<file path="config.mk">
export PLATFORM = sky130hd
export DESIGN_NAME = i2c_txn_seq
export DESIGN_NICKNAME = d
export VERILOG_FILES = /design/src/rtl/i2cseq_pkg.sv /design/src/rtl/i2cseq_step_plan.sv /design/src/rtl/i2cseq_poll_timer.sv /design/src/rtl/i2c_txn_seq.sv
export SDC_FILE = /design/constraint.sdc
export NUM_CORES = 1
export LEC_CHECK = 0
export BUFFER_PORTS_ARGS = -buffer_cell sky130_fd_sc_hd__buf_2
export CAP_MARGIN = 40
export CORE_UTILIZATION = 40
export DETAILED_ROUTE_END_ITERATION = 10
export PLACE_DENSITY = 0.73
export SYNTH_ARGS = -nofsm -noshare
export SYNTH_HDL_FRONTEND = slang
export SYNTH_SLANG_ARGS = --single-unit
</file>
<file path="constraint.sdc">
create_clock -name clk -period 3.08 [get_ports clk]
set_input_delay 0.616 -clock clk [delete_from_list [all_inputs] [get_ports clk]]
set_output_delay 0.616 -clock clk [all_outputs]
set_load 0.05 [all_outputs]
</file>
<file path="src/rtl/i2cseq_pkg.sv">
// Shared types and code values for the I2C register-transaction sequencer.
// Assumes an engine whose control bits and status codes match these constants.
package i2cseq_pkg;
    typedef enum logic [1:0] {OP_WRITE = 2'd0, OP_READ = 2'd1, OP_PROBE = 2'd2} op_e;
    typedef enum logic [2:0] {
        PH_START, PH_CHIPW, PH_REG, PH_WDATA, PH_RESTART, PH_CHIPR, PH_RDATA, PH_STOP
    } phase_e;
    typedef enum logic [1:0] {ST_IDLE, ST_ISSUE, ST_WAIT, ST_DONE} state_e;

    localparam logic [7:0] CB_ACK   = 8'h04;
    localparam logic [7:0] CB_FLAG  = 8'h08;
    localparam logic [7:0] CB_STOP  = 8'h10;
    localparam logic [7:0] CB_START = 8'h20;
    localparam logic [7:0] CB_EN    = 8'h40;

    localparam logic [7:0] SC_START  = 8'h08;
    localparam logic [7:0] SC_RSTART = 8'h10;
    localparam logic [7:0] SC_AW_ACK = 8'h18;
    localparam logic [7:0] SC_DW_ACK = 8'h28;
    localparam logic [7:0] SC_AR_ACK = 8'h40;
    localparam logic [7:0] SC_DR_ACK = 8'h50;
    localparam logic [7:0] SC_DR_NAK = 8'h58;
    localparam logic [7:0] SC_IDLE   = 8'hF8;

    localparam logic [7:0] EC_WRONG  = 8'h01;
    localparam logic [7:0] EC_TMO    = 8'h02;
endpackage

</file>
<file path="src/rtl/i2cseq_step_plan.sv">
// Step planner: from the current phase and command fields, produce the
// control byte, the optional byte to send and the status code expected.
// Purely combinational; assumes idx selects the byte within the phase.
module i2cseq_step_plan
    import i2cseq_pkg::*;
#(
    parameter int CNT_W = 8
) (
    input  phase_e             phase,
    input  logic [6:0]         chip,
    input  logic [31:0]        regaddr,
    input  logic [CNT_W-1:0]   idx,
    input  logic               last_rx,
    input  logic [7:0]         wr_data,
    output logic [7:0]         ctrl,
    output logic [7:0]         tx,
    output logic               tx_en,
    output logic [7:0]         exp_st,
    output logic               wait_idle
);
    // Decode the step that the phase calls for
    always_comb begin
        ctrl      = CB_EN;
        tx        = 8'h00;
        tx_en     = 1'b0;
        exp_st    = SC_IDLE;
        wait_idle = 1'b0;
        unique case (phase)
            PH_START: begin
                ctrl   = CB_EN | CB_START;
                exp_st = SC_START;
            end
            PH_RESTART: begin
                ctrl   = CB_EN | CB_START;
                exp_st = SC_RSTART;
            end
            PH_CHIPW, PH_CHIPR: begin
                tx     = {chip, phase == PH_CHIPR};
                tx_en  = 1'b1;
                exp_st = tx[0] ? SC_AR_ACK : SC_AW_ACK;
            end
            PH_REG: begin
                tx     = regaddr[{idx[1:0], 3'b000} +: 8];
                tx_en  = 1'b1;
                exp_st = SC_DW_ACK;
            end
            PH_WDATA: begin
                tx     = wr_data;
                tx_en  = 1'b1;
                exp_st = SC_DW_ACK;
            end
            PH_RDATA: begin
                ctrl   = last_rx ? CB_EN : (CB_EN | CB_ACK);
                exp_st = last_rx ? SC_DR_NAK : SC_DR_ACK;
            end
            PH_STOP: begin
                ctrl      = CB_EN | CB_STOP;
                wait_idle = 1'b1;
            end
            default: ;
        endcase
    end
endmodule

</file>
<file path="src/rtl/i2cseq_poll_timer.sv">
// Poll timer: after restart, raises tick every GAP cycles while run is high,
// and marks the LIMIT-th tick as final. Assumes GAP >= 1 and LIMIT >= 1.
module i2cseq_poll_timer #(
    parameter int GAP   = 4,
    parameter int LIMIT = 1000
) (
    input  logic clk,
    input  logic rst_n,
    input  logic restart,
    input  logic run,
    output logic tick,
    output logic final_tick
);
    localparam int GW = (GAP > 1) ? $clog2(GAP) : 1;
    localparam int PW = $clog2(LIMIT + 1);

    logic [GW-1:0] gap_q;
    logic [PW-1:0] polls_q;

    assign tick       = run && (gap_q == '0);
    assign final_tick = tick && (polls_q == PW'(LIMIT - 1));

    // Count cycles between samples and samples taken in this wait
    always_ff @(posedge clk) begin
        if (!rst_n || restart) begin
            gap_q   <= GW'(GAP - 1);
            polls_q <= '0;
        end else if (run) begin
            if (gap_q == '0) begin
                gap_q <= GW'(GAP - 1);
                if (polls_q != PW'(LIMIT - 1)) polls_q <= polls_q + 1'b1;
            end else begin
                gap_q <= gap_q - 1'b1;
            end
        end
    end


    poll_budget_chk: assert property (@(posedge clk) disable iff (!rst_n)
        polls_q < PW'(LIMIT));
endmodule

</file>
<file path="src/rtl/i2c_txn_seq.sv">
// I2C register-transaction sequencer top. Takes one command while idle,
// drives the engine step by step, checks each status, packs an error word
// on the first failure and always closes with a stop.
// Assumes the engine clears its flag on any control write.
module i2c_txn_seq
    import i2cseq_pkg::*;
#(
    parameter int LEN_W      = 8,
    parameter int POLL_GAP   = 4,
    parameter int POLL_LIMIT = 1000
) (
    input  logic              clk,
    input  logic              rst_n,
    input  logic              cmd_valid,
    input  logic [1:0]        cmd_op,
    input  logic [6:0]        cmd_chip,
    input  logic [31:0]       cmd_reg,
    input  logic [2:0]        cmd_alen,
    input  logic [LEN_W-1:0]  cmd_len,
    output logic              cmd_ready,
    input  logic [7:0]        wr_data,
    output logic              wr_pop,
    output logic              rd_valid,
    output logic [7:0]        rd_data,
    output logic              eng_ctrl_we,
    output logic [7:0]        eng_ctrl,
    output logic              eng_data_we,
    output logic [7:0]        eng_txd,
    input  logic              eng_iflg,
    input  logic [7:0]        eng_stat,
    input  logic [7:0]        eng_rxd,
    output logic              done,
    output logic [31:0]       result
);
    localparam logic [2:0] ALEN_MAX = 3'd4;

    state_e            state_q;
    phase_e            phase_q, nxt_phase;
    op_e               op_q;
    logic [6:0]        chip_q;
    logic [31:0]       reg_q;
    logic [2:0]        alen_q;
    logic [LEN_W-1:0]  len_q, idx_q, nxt_idx;
    logic [31:0]       result_q;
    logic              err_q;
    logic [7:0]        last_ctrl_q;
    logic              rd_valid_q;
    logic [7:0]        rd_data_q;

    logic [7:0] plan_ctrl, plan_tx, plan_exp;
    logic       plan_tx_en, plan_idle, last_rx;
    logic       tick, final_tick;
    phase_e     after_regs;

    assign last_rx = (op_q == OP_PROBE) || (idx_q == len_q - 1'b1);

    i2cseq_step_plan #(.CNT_W(LEN_W)) u_plan (
        .phase(phase_q), .chip(chip_q), .regaddr(reg_q), .idx(idx_q),
        .last_rx(last_rx), .wr_data(wr_data), .ctrl(plan_ctrl), .tx(plan_tx),
        .tx_en(plan_tx_en), .exp_st(plan_exp), .wait_idle(plan_idle)
    );

    i2cseq_poll_timer #(.GAP(POLL_GAP), .LIMIT(POLL_LIMIT)) u_timer (
        .clk(clk), .rst_n(rst_n), .restart(state_q == ST_ISSUE),
        .run(state_q == ST_WAIT), .tick(tick), .final_tick(final_tick)
    );

    // Choose the phase that follows a successful step
    always_comb begin
        after_regs = (op_q == OP_WRITE) ? ((len_q != '0) ? PH_WDATA : PH_STOP) : PH_RESTART;
        nxt_phase  = phase_q;
        unique case (phase_q)
            PH_START:   nxt_phase = (op_q == OP_PROBE) ? PH_CHIPR : PH_CHIPW;
            PH_CHIPW:   nxt_phase = (alen_q != 3'd0) ? PH_REG : after_regs;
            PH_REG:     if (idx_q == LEN_W'(alen_q - 3'd1)) nxt_phase = after_regs;
            PH_WDATA:   if (idx_q == len_q - 1'b1) nxt_phase = PH_STOP;
            PH_RESTART: nxt_phase = PH_CHIPR;
            PH_CHIPR:   nxt_phase = ((op_q == OP_PROBE) || (len_q != '0)) ? PH_RDATA : PH_STOP;
            PH_RDATA:   if (last_rx) nxt_phase = PH_STOP;
            default:    nxt_phase = PH_STOP;
        endcase
        nxt_idx = (nxt_phase != phase_q) ? '0 : idx_q + 1'b1;
    end

    // Drive the engine and the command-side outputs
    assign cmd_ready   = (state_q == ST_IDLE);
    assign eng_ctrl_we = (state_q == ST_ISSUE);
    assign eng_ctrl    = plan_ctrl;
    assign eng_data_we = (state_q == ST_ISSUE) && plan_tx_en;
    assign eng_txd     = plan_tx;
    assign wr_pop      = (state_q == ST_ISSUE) && (phase_q == PH_WDATA);
    assign done        = (state_q == ST_DONE);
    assign result      = result_q;
    assign rd_valid    = rd_valid_q;
    assign rd_data     = rd_data_q;

    // Sequencer state: accept, issue, poll, judge, finish
    always_ff @(posedge clk) begin
        if (!rst_n) begin
            state_q     <= ST_IDLE;
            phase_q     <= PH_START;
            op_q        <= OP_WRITE;
            chip_q      <= '0;
            reg_q       <= '0;
            alen_q      <= '0;
            len_q       <= '0;
            idx_q       <= '0;
            result_q    <= '0;
            err_q       <= 1'b0;
            last_ctrl_q <= '0;
            rd_valid_q  <= 1'b0;
            rd_data_q   <= '0;
        end else begin
            rd_valid_q <= 1'b0;
            unique case (state_q)
                ST_IDLE: if (cmd_valid) begin
                    op_q     <= cmd_op[1] ? OP_PROBE : op_e'(cmd_op);
                    chip_q   <= cmd_chip;
                    reg_q    <= cmd_reg;
                    alen_q   <= (cmd_alen > ALEN_MAX) ? ALEN_MAX : cmd_alen;
                    len_q    <= cmd_len;
                    phase_q  <= PH_START;
                    idx_q    <= '0;
                    result_q <= '0;
                    err_q    <= 1'b0;
                    state_q  <= ST_ISSUE;
                end
                ST_ISSUE: begin
                    last_ctrl_q <= plan_ctrl;
                    state_q     <= ST_WAIT;
                end
                ST_WAIT: if (tick) begin
                    if (plan_idle) begin
                        if (eng_stat == SC_IDLE) begin
                            state_q <= ST_DONE;
                        end else if (final_tick) begin
                            if (!err_q)
                                result_q <= {EC_TMO, last_ctrl_q | (eng_iflg ? CB_FLAG : 8'h00),
                                             eng_stat, SC_IDLE};
                            state_q <= ST_DONE;
                        end
                    end else if (eng_iflg && eng_stat == plan_exp) begin
                        if (phase_q == PH_RDATA) begin
                            rd_valid_q <= 1'b1;
                            rd_data_q  <= eng_rxd;
                        end
                        phase_q <= nxt_phase;
                        idx_q   <= nxt_idx;
                        state_q <= ST_ISSUE;
                    end else if (eng_iflg || final_tick) begin
                        err_q    <= 1'b1;
                        result_q <= {eng_iflg ? EC_WRONG : EC_TMO,
                                     last_ctrl_q | (eng_iflg ? CB_FLAG : 8'h00),
                                     eng_stat, plan_exp};
                        phase_q  <= PH_STOP;
                        idx_q    <= '0;
                        state_q  <= ST_ISSUE;
                    end
                end
                ST_DONE: state_q <= ST_IDLE;
                default: state_q <= ST_IDLE;
            endcase
        end
    end


    start_first_chk: assert property (@(posedge clk) disable iff (!rst_n)
        (cmd_valid && cmd_ready) |=> (eng_ctrl_we && eng_ctrl == (CB_EN | CB_START)));

    stop_last_chk: assert property (@(posedge clk) disable iff (!rst_n)
        done |-> (last_ctrl_q == (CB_EN | CB_STOP)));

    rd_status_chk: assert property (@(posedge clk) disable iff (!rst_n)
        rd_valid |-> ($past(eng_stat) == SC_DR_ACK || $past(eng_stat) == SC_DR_NAK));

    done_pulse_chk: assert property (@(posedge clk) disable iff (!rst_n)
        done |=> (!done && cmd_ready));

    send_ctrl_chk: assert property (@(posedge clk) disable iff (!rst_n)
        wr_pop |-> (eng_data_we && eng_ctrl == CB_EN));
endmodule

</file>
==> impl_metrics.ini, run 1 <==
[yosys]
synth_top_area_share_pct = 38.17
synth_edf_count = 0
yosysTopAreaCell = dfxtp_1
synth_area_um2 = 5822
syn_area_per_cell_um2 = 8.246
synth_cell_type_count = 70
synthCells = 706
synth_warnings = 0
ys_ff_latch = 111
ys.flop_type = dfxtp_1
seq_area_frac_synth_pct = 38.17
synth_area_leaders = dfxtp_1 38%, nand2_1 10%, a21boi_0 7.2%, o21ai_0 3.2%, mux4_2 3.1%
async_flop_share_pct = 0

[route]
wl_met2_mm = 6.663
dr.pass1.iters = 4
wire_per_inst_um = 14.53
drt-total-wl_mm = 14.50
wl_met3_mm = 1.104
num_vias = 5268
wl_met1_mm = 6.515
drt_iter0_markers = 293
highest_layer = met4
antenna_left = 0
drt-vias-per-instance = 5.279
drcViolationCount = 0

[final_layout]
fin_cells = 998
design_area_um2 = 6963
multi_input_area_um2 = 3334
layout_commonest_cell = nand2_1
fillers = 1349
layout-drive-gt1-share_pct = 24.24
syn2layout_area_growth_pct = 19.60
mostFrequentLayoutCells = 155 x nand2_1, 123 x buf_2, 107 x dfxtp_1
final_net_count = 899
seq_area_um2 = 2232

[global_route]
first_global_vias = 4727
grt_pass1_wl_mm = 23.17
antenna_found_initial = 1
overflow = 0
grt_use_total_pct = 19.82
grt_max_degree = 68

[timing]
hold_violations = 0
drv_slew = 0
finalClockSkew_ps = 7.749
period_share_pct = 98.50
rsz0062_at_grt = yes
worstMarginPinSlew_ps = 852.2
slew_headroom_pct = 43.19
finalSetupViolations = 0
max_freq_mhz = 329.6
hold_ws_ps = 455.2
period_minus_slack_ps = 3034

[placement]
dpl_cell_area_um2 = 6529
place_inst = 976
gp_congestion = 0.8308
portBuffers = 124
place_hpwl_mm = 10.22

[floorplanning]
die_width_um = 122.6
core_area_um2 = 14040
initial_core_util_pct = 41.46
rows = 43
io_pins = 142
dieArea_um2 = 15040
die_y_um = 122.6

[critical_path]
crit_type = reg2out
crit_arrival_ps = 2420
worstPathRequired_ps = 2460
start_kind = register
r2r_slack_ps = 190
endpoint_kind = output port
worstPathMaxFanout = 5

[worst_hold_path]
holdCritPathClass = reg2reg

[clock_network]
cts_hold_buf = 0
cts_max_level = 3
cts_sinks = 111
cts_tree = built
clockBufferDepth = 2
cts_buffers = 9
cts_root_buffer = clkbuf_16
path_clk_slew_ps = 70
clock_latency_ps = 360

[job]
maxCapViolCount = 0

[power_and_ir_drop]
p_per_area_nw_per_um2 = 515.7
peakVddDrop_v = 0.0003650
power_w = 0.003590
power_leakage_nw = 2.885

[run_status]
status = finished clean
[cell usage after synthesis (3+ instances only)]
master    instances
a211o_1           3
a21boi_0         56
a21boi_1          3
a21oi_1          11
a31oi_1           5
and2_1            3
and3_1            9
buf_1             5
buf_2             4
buf_4            18
clkbuf_1         39
dfxtp_1         111
ha_1              7
inv_1            13
mux2i_1          16
mux4_2            8
nand2_1         155
nand2b_1         11
nand3_1          12
nand3b_1          3
nand4_1          27
nor2_1           30
nor2b_1          19
nor3_1            6
nor4_1            3
o211ai_1          3
o21a_1            3
o21ai_0          37
o21ai_1           3
o22ai_1           3
o31ai_1           3
or3_1             8
xnor2_1           8
xor2_1           16
[report_power, final]
group | switching [W] | internal, W
combinational | 0.000499 | 0.000271
clock | 0.000553 | 0.000681
sequential | 0.0000678 | 0.00152
total | 0.00112 | 0.00247
[what timing repair did]
item	in CTS	in global routing
setup buffers	0	5
gates resized for setup	8	12
endpoints found under the setup margin	1	1
pin swaps	3	4
[cell type report]
type | instances | share of cell area, %
Sequential cell | 111 | 32.06
Timing Repair Buffer | 147 | 11.54
Clock inverter | 5 | 0.9164
Clock buffer | 11 | 3.630
Antenna cell | 1 | 0.03594
Tap cell | 180 | 3.235
Multi-Input combinational cell | 530 | 47.89
Inverter | 13 | 0.7008
[stage by stage]
step,TNS (ps),util [%],setup slack [ps]
floorplan,0,-,137.9
global placement,0,46.49,204.6
detailed placement,0,46.49,118.4
CTS,0,48.93,5.417
global route,-34.57,49.57,-34.57
finish,0,49.59,46.29
[final timing paths]
path	from	to	depth (start not counted)
hold / removal	result[19]	result[19]	2
setup / recovery	len_q[2]	eng_ctrl[2]	7
hold reg to reg	result[19]	result[19]	2
setup reg to reg	alen_q[0]	idx_q[7]	11
[cells by family after synthesis]
kind of cell | count (synthesis) | share of synthesized area (%)
mux | 24 | 5.846
other cells | 2 | 0.1290
buf+inv | 80 | 6.534
fa+ha+maj | 7 | 1.504
flops | 111 | 38.17
compound gates | 155 | 18.93
simple gates | 302 | 24.89
xor+xnor | 25 | 3.997
[registers in the layout (all words and copies together) (netlist names)]
signal           count
rd_data              8
err_q                1
u_timer.gap_q        2
idx_q                8
rd_valid             1
op_q                 2
last_ctrl_q          4
state_q              2
reg_q               32
result              20
phase_q              3
alen_q               3
chip_q               7
u_timer.polls_q     10
len_q                8
[worst max-delay path, stage by stage, from the launching register on]
cell	delay [ps]
dfxtp_4	360
or3_4	380
or3_4	350
a211oi_4	270
o211ai_1	160
and2_4	200
and3_4	190
buf_8	150
[per-layer routing]
layer  GRT usage (%)  up-vias
met5               0        -
li1                -     2633
met1           26.08     2455
met4           6.174        0
met2           30.06      164
met3           7.156       16
No activity file was read; power rests on OpenSTA's default activity.
==> run 2, diff against run 1 <==
CTS_BUF_LIST = sky130_fd_sc_hd__clkbuf_8   (was unset)
==> impl_metrics.ini, run 2 (same netlist as run 1, synthesis figures left out) <==
[timing]
hold_ws_ps = 444.8
finalClockSkew_ps = 12.40
worstMarginPinSlew_ps = 875.6
period_minus_slack_ps = 3056
slew_headroom_pct = 41.63
timing.final.ws_setup_ps = 24.10
setup_tns_ps = 0
rsz0062_at_grt = yes
finalSetupViolations = 0
max_freq_mhz = 327.2
period_share_pct = 99.22
drv_slew = 0
hold_violations = 0

[critical_path]
rr_worst_depth = 12
crit_arrival_ps = 2440
r2r_end = idx_q[6]
worstPathMaxFanout = 5
reg2reg_from = len_q[3]
start_kind = register
crit_type = reg2out
endpoint_kind = output port
worstPathRequired_ps = 2460
r2r_slack_ps = 110

[final_layout]
syn2layout_area_growth_pct = 18.65
fin_cells = 1000
layout_commonest_cell = nand2_1
regMostFlops = reg_q
final_net_count = 901
layout-drive-gt1-share_pct = 24.54
mostFrequentLayoutCells = 155 x nand2_1, 123 x buf_2, 107 x dfxtp_1
largest_register_ffs = 32

[floorplanning]
dieArea_um2 = 15040
initial_core_util_pct = 41.46
core_area_um2 = 14040
die_width_um = 122.6
io_pins = 142
rows = 43
die_y_um = 122.6

[global_route]
grt_max_degree = 68
grt_use_total_pct = 19.66
antenna_found_initial = 1
grt_pass1_wl_mm = 23.13
first_global_vias = 4687
overflow = 0

[route]
wire_per_inst_um = 14.39
wl_met2_mm = 6.569
highest_layer = met4
num_vias = 5262
drcViolationCount = 0
antenna_left = 0
drt-total-wl_mm = 14.39
drt_iter0_markers = 290
dr.pass1.iters = 5
wl_met1_mm = 6.526
drt-vias-per-instance = 5.262
wl_met3_mm = 1.109

[power_and_ir_drop]
peakVddDrop_v = 0.0003223
power_leakage_nw = 2.857
p_per_area_nw_per_um2 = 479.0

[worst_hold_path]
whs_path_depth = 3
min_to = chip_q[0]
holdCritPathClass = in2reg
worstHoldStart = cmd_chip[0]

[job]
maxCapViolCount = 0

[clock_network]
path_clk_slew_ps = 110
clock_latency_ps = 400
cts_sinks = 111
cts_buffers = 9
cts_max_level = 3
clockBufferDepth = 2
cts_root_buffer = clkbuf_8
cts_tree = built

[placement]
place_hpwl_mm = 10.22
gp_congestion = 0.8308
place_inst = 976
dp_worst_setup_slack_ps = 118.4
portBuffers = 124

[run_status]
status = finished clean
## run 2: critical path: stages (launching register included)
cell and delay, ps:
dfxtp_4 370, or3_4 370, or3_4 350, a211oi_4 270, o211ai_1 150, and2_4 190
and3_4 190, buf_8 150
## run 2: worst max path at each step
stage | end | slack (ps) | startpoint
2_1_floorplan | eng_txd[2] | 140 | phase_q[0]
3_3_place_gp | result[20] | 200 | len_q[1]
3_5_place_dp | result[20] | 120 | len_q[1]
4_1_cts | eng_ctrl[2] | 20 | len_q[0]
5_1_grt | eng_ctrl[2] | -60 | len_q[3]
6_report | eng_ctrl[2] | 20 | len_q[3]
## run 2: timing repair
action / 4_1_cts / 5_1_grt
setup endpoints to repair: 1 / 6
hold buffers: 0 / 0
resized for setup: 11 / 14
setup buffers: 5 / 2
pin swaps: 3 / 4
## run 2: area by class of cell
class / count / area [um^2]
Antenna cell: 1 / 2.502
Clock buffer: 11 / 151.4
Clock inverter: 5 / 63.81
Fill cell: 1341 / 7134
Inverter: 13 / 48.80
Multi-Input combinational cell: 530 / 3359
Sequential cell: 111 / 2235
Tap cell: 180 / 225.2
Timing Repair Buffer: 149 / 822.0
## run 2: power by group
part | switching, W | internal, W
logic | 0.000502 | 0.000275
registers | 0.0000667 | 0.00152
clock network | 0.000521 | 0.000426
total | 0.00109 | 0.00222
## run 2: through the flow
stage	util (%)	total power, W	instance area, um^2
final	49.19	0.003309	6908
after global routing	49.18	0.003475	6905
after CTS	48.54	0.003312	6817
after detailed placement	46.49	0.002363	6529
after global placement	46.49	0.002355	6529
after floorplan	-	0.002174	5878
## run 2: per-layer routing
metal  vias to the layer above  GRT usage, %
li1                       2632             -
met3                        16         6.180
met1                      2438         26.23
met4                         0         5.793
met2                       176         30.23
met5                         -             0
==> run 3, diff against run 2 <==
CORE_ASPECT_RATIO = 1.1   (was unset)
==> impl_metrics.ini, run 3 (same netlist as run 1, synthesis figures left out) <==
[critical_path]
critPathSlowestCell = or3_4
cp_cell_sequence = or3_4 > or3_1 > a211oi_2 > o211ai_1 > and2_4 > and3_4 > buf_8
worstPathMaxFanout = 6
worstPathRequired_ps = 2460
crit_type = reg2out
cp_slowest_stage_delay_ps = 390
crit_arrival_ps = 2400
endpoint_kind = output port
crit_family = simple AND/OR/NAND/NOR gates
r2r_slack_ps = 180
start_kind = register
critPathBufInv = 1

[power_and_ir_drop]
power_frac_clock_pct = 27.4
p_per_area_nw_per_um2 = 475.0
switching_share_pct = 33.44
seqPwrFrac_pct = 48.6
comb_power_share_pct = 24.0
power_leakage_nw = 2.834
switching_power_w = 0.001092
peakVddDrop_v = 0.0002712
p_int_w = 0.002173

[route]
drcViolationCount = 0
wire_per_inst_um = 14.57
dr.pass1.iters = 5
drt_iter0_markers = 298
num_vias = 5265
drt-vias-per-instance = 5.244
drt-total-wl_mm = 14.63
antenna_left = 0

[final_layout]
seq_area_um2 = 2235
syn2layout_area_growth_pct = 18.07
layout_commonest_cell = nand2_1
final_net_count = 898
n_antenna_cell = 0
largest_register_ffs = 32
layout-drive-gt1-share_pct = 24.02
fillers = 1404
multi_input_area_um2 = 3353
regMostFlops = reg_q
mostFrequentLayoutCells = 155 x nand2_1, 123 x buf_2, 107 x dfxtp_1

[placement]
gp_congestion = 0.8363
portBuffers = 124
dp_worst_setup_slack_ps = 92.76
place_hpwl_mm = 10.24

[floorplanning]
die_y_um = 128.5
dieArea_um2 = 15040
rows = 45
initial_core_util_pct = 41.53
die_width_um = 117.0
core_area_um2 = 14020
io_pins = 142

[timing]
finalSetupViolations = 0
slew_headroom_pct = 51.50
drv_slew = 0
worstMarginPinSlew_ps = 726.0
setup_tns_ps = 0
max_freq_mhz = 331.4
finalClockSkew_ps = 11.69
hold_ws_ps = 448.6
period_share_pct = 97.98
rsz0062_at_grt = yes
hold_violations = 0
timing.final.ws_setup_ps = 62.24
period_minus_slack_ps = 3018

[worst_hold_path]
holdCritPathClass = reg2reg

[clock_network]
cts_root_buffer = clkbuf_8
path_clk_slew_ps = 100
cts_tree = built
cts_hold_buf = 0
clock_latency_ps = 390
clockBufferDepth = 2
cts_max_level = 3
cts_buffers = 9
cts_sinks = 111

[run_status]
status = finished clean

[global_route]
overflow = 0
antenna_found_initial = 0
grt_pass1_wl_mm = 23.24
grt_use_total_pct = 19.71
grt_max_degree = 83
first_global_vias = 4835

[job]
maxCapViolCount = 0
[run 3: cell count changes in the layout (fill, tap and decap cells not counted), sizes merged]
cell and delta:
diode -1, inv -1, buf -4, clkbuf -2
a31oi +1, clkinv +3
[run 3: worst min-delay path, cell delays in order (launching register included)]
cell	delay (ps)
dfxtp_1	320
nand2_1	50
o21ai_1	50
[run 3: path summary, 6_finish.rpt]
kind	from	endpoint	cells past startpoint
setup / recovery	len_q[3]	eng_ctrl[2]	7
hold / removal	result[14]	result[14]	2
setup reg to reg	len_q[3]	rd_data[0]	11
hold reg to reg	result[14]	result[14]	2
[run 3: repair_timing]
item	in CTS	in global routing
pin swaps	3	6
setup buffers	4	2
setup endpoints to repair	1	20
gates resized for setup	8	14
cloned	0	1
[run 3: metal layers]
| layer | GRT usage (%) | up-vias | share of wire, % |
|---|---|---|---|
| met5 | 0 | - | 0 |
| met4 | 7.148 | 0 | 1.5 |
| met3 | 3.344 | 17 | 4.9 |
| met2 | 32.06 | 163 | 46 |
| met1 | 26.16 | 2457 | 47 |
| li1 | - | 2628 | - |
[run 3: cell type report]
type | instances | area share (%)
Clock buffer | 9 | 1.802
Clock inverter | 7 | 1.074
Inverter | 13 | 0.7099
Multi-Input combinational cell | 531 | 48.78
Sequential cell | 111 | 32.51
Tap cell | 188 | 3.422
Timing Repair Buffer | 145 | 11.70
[run 3: through the flow]
stage,instance area (um^2),total power [W],util (%),std cells
final,6874,0.003265,49.03,1004
after global routing,6874,0.003445,49.03,1004
after CTS,6783,0.003255,48.38,1001
after detailed placement,6529,0.002364,46.57,981
after global placement,6529,0.002351,46.57,981
after floorplan,5878,0.002174,-,721
[run 3: power groups by stage]
stage	registers (W)	clock network (W)	logic, W
after global placement	0.00161	0	0.000738
after global routing	0.00160	0.000984	0.000862
after detailed placement	0.00162	0	0.000747
after CTS	0.00158	0.000912	0.000758
after floorplan	0.00162	0	0.000552
final	0.00159	0.000894	0.000785
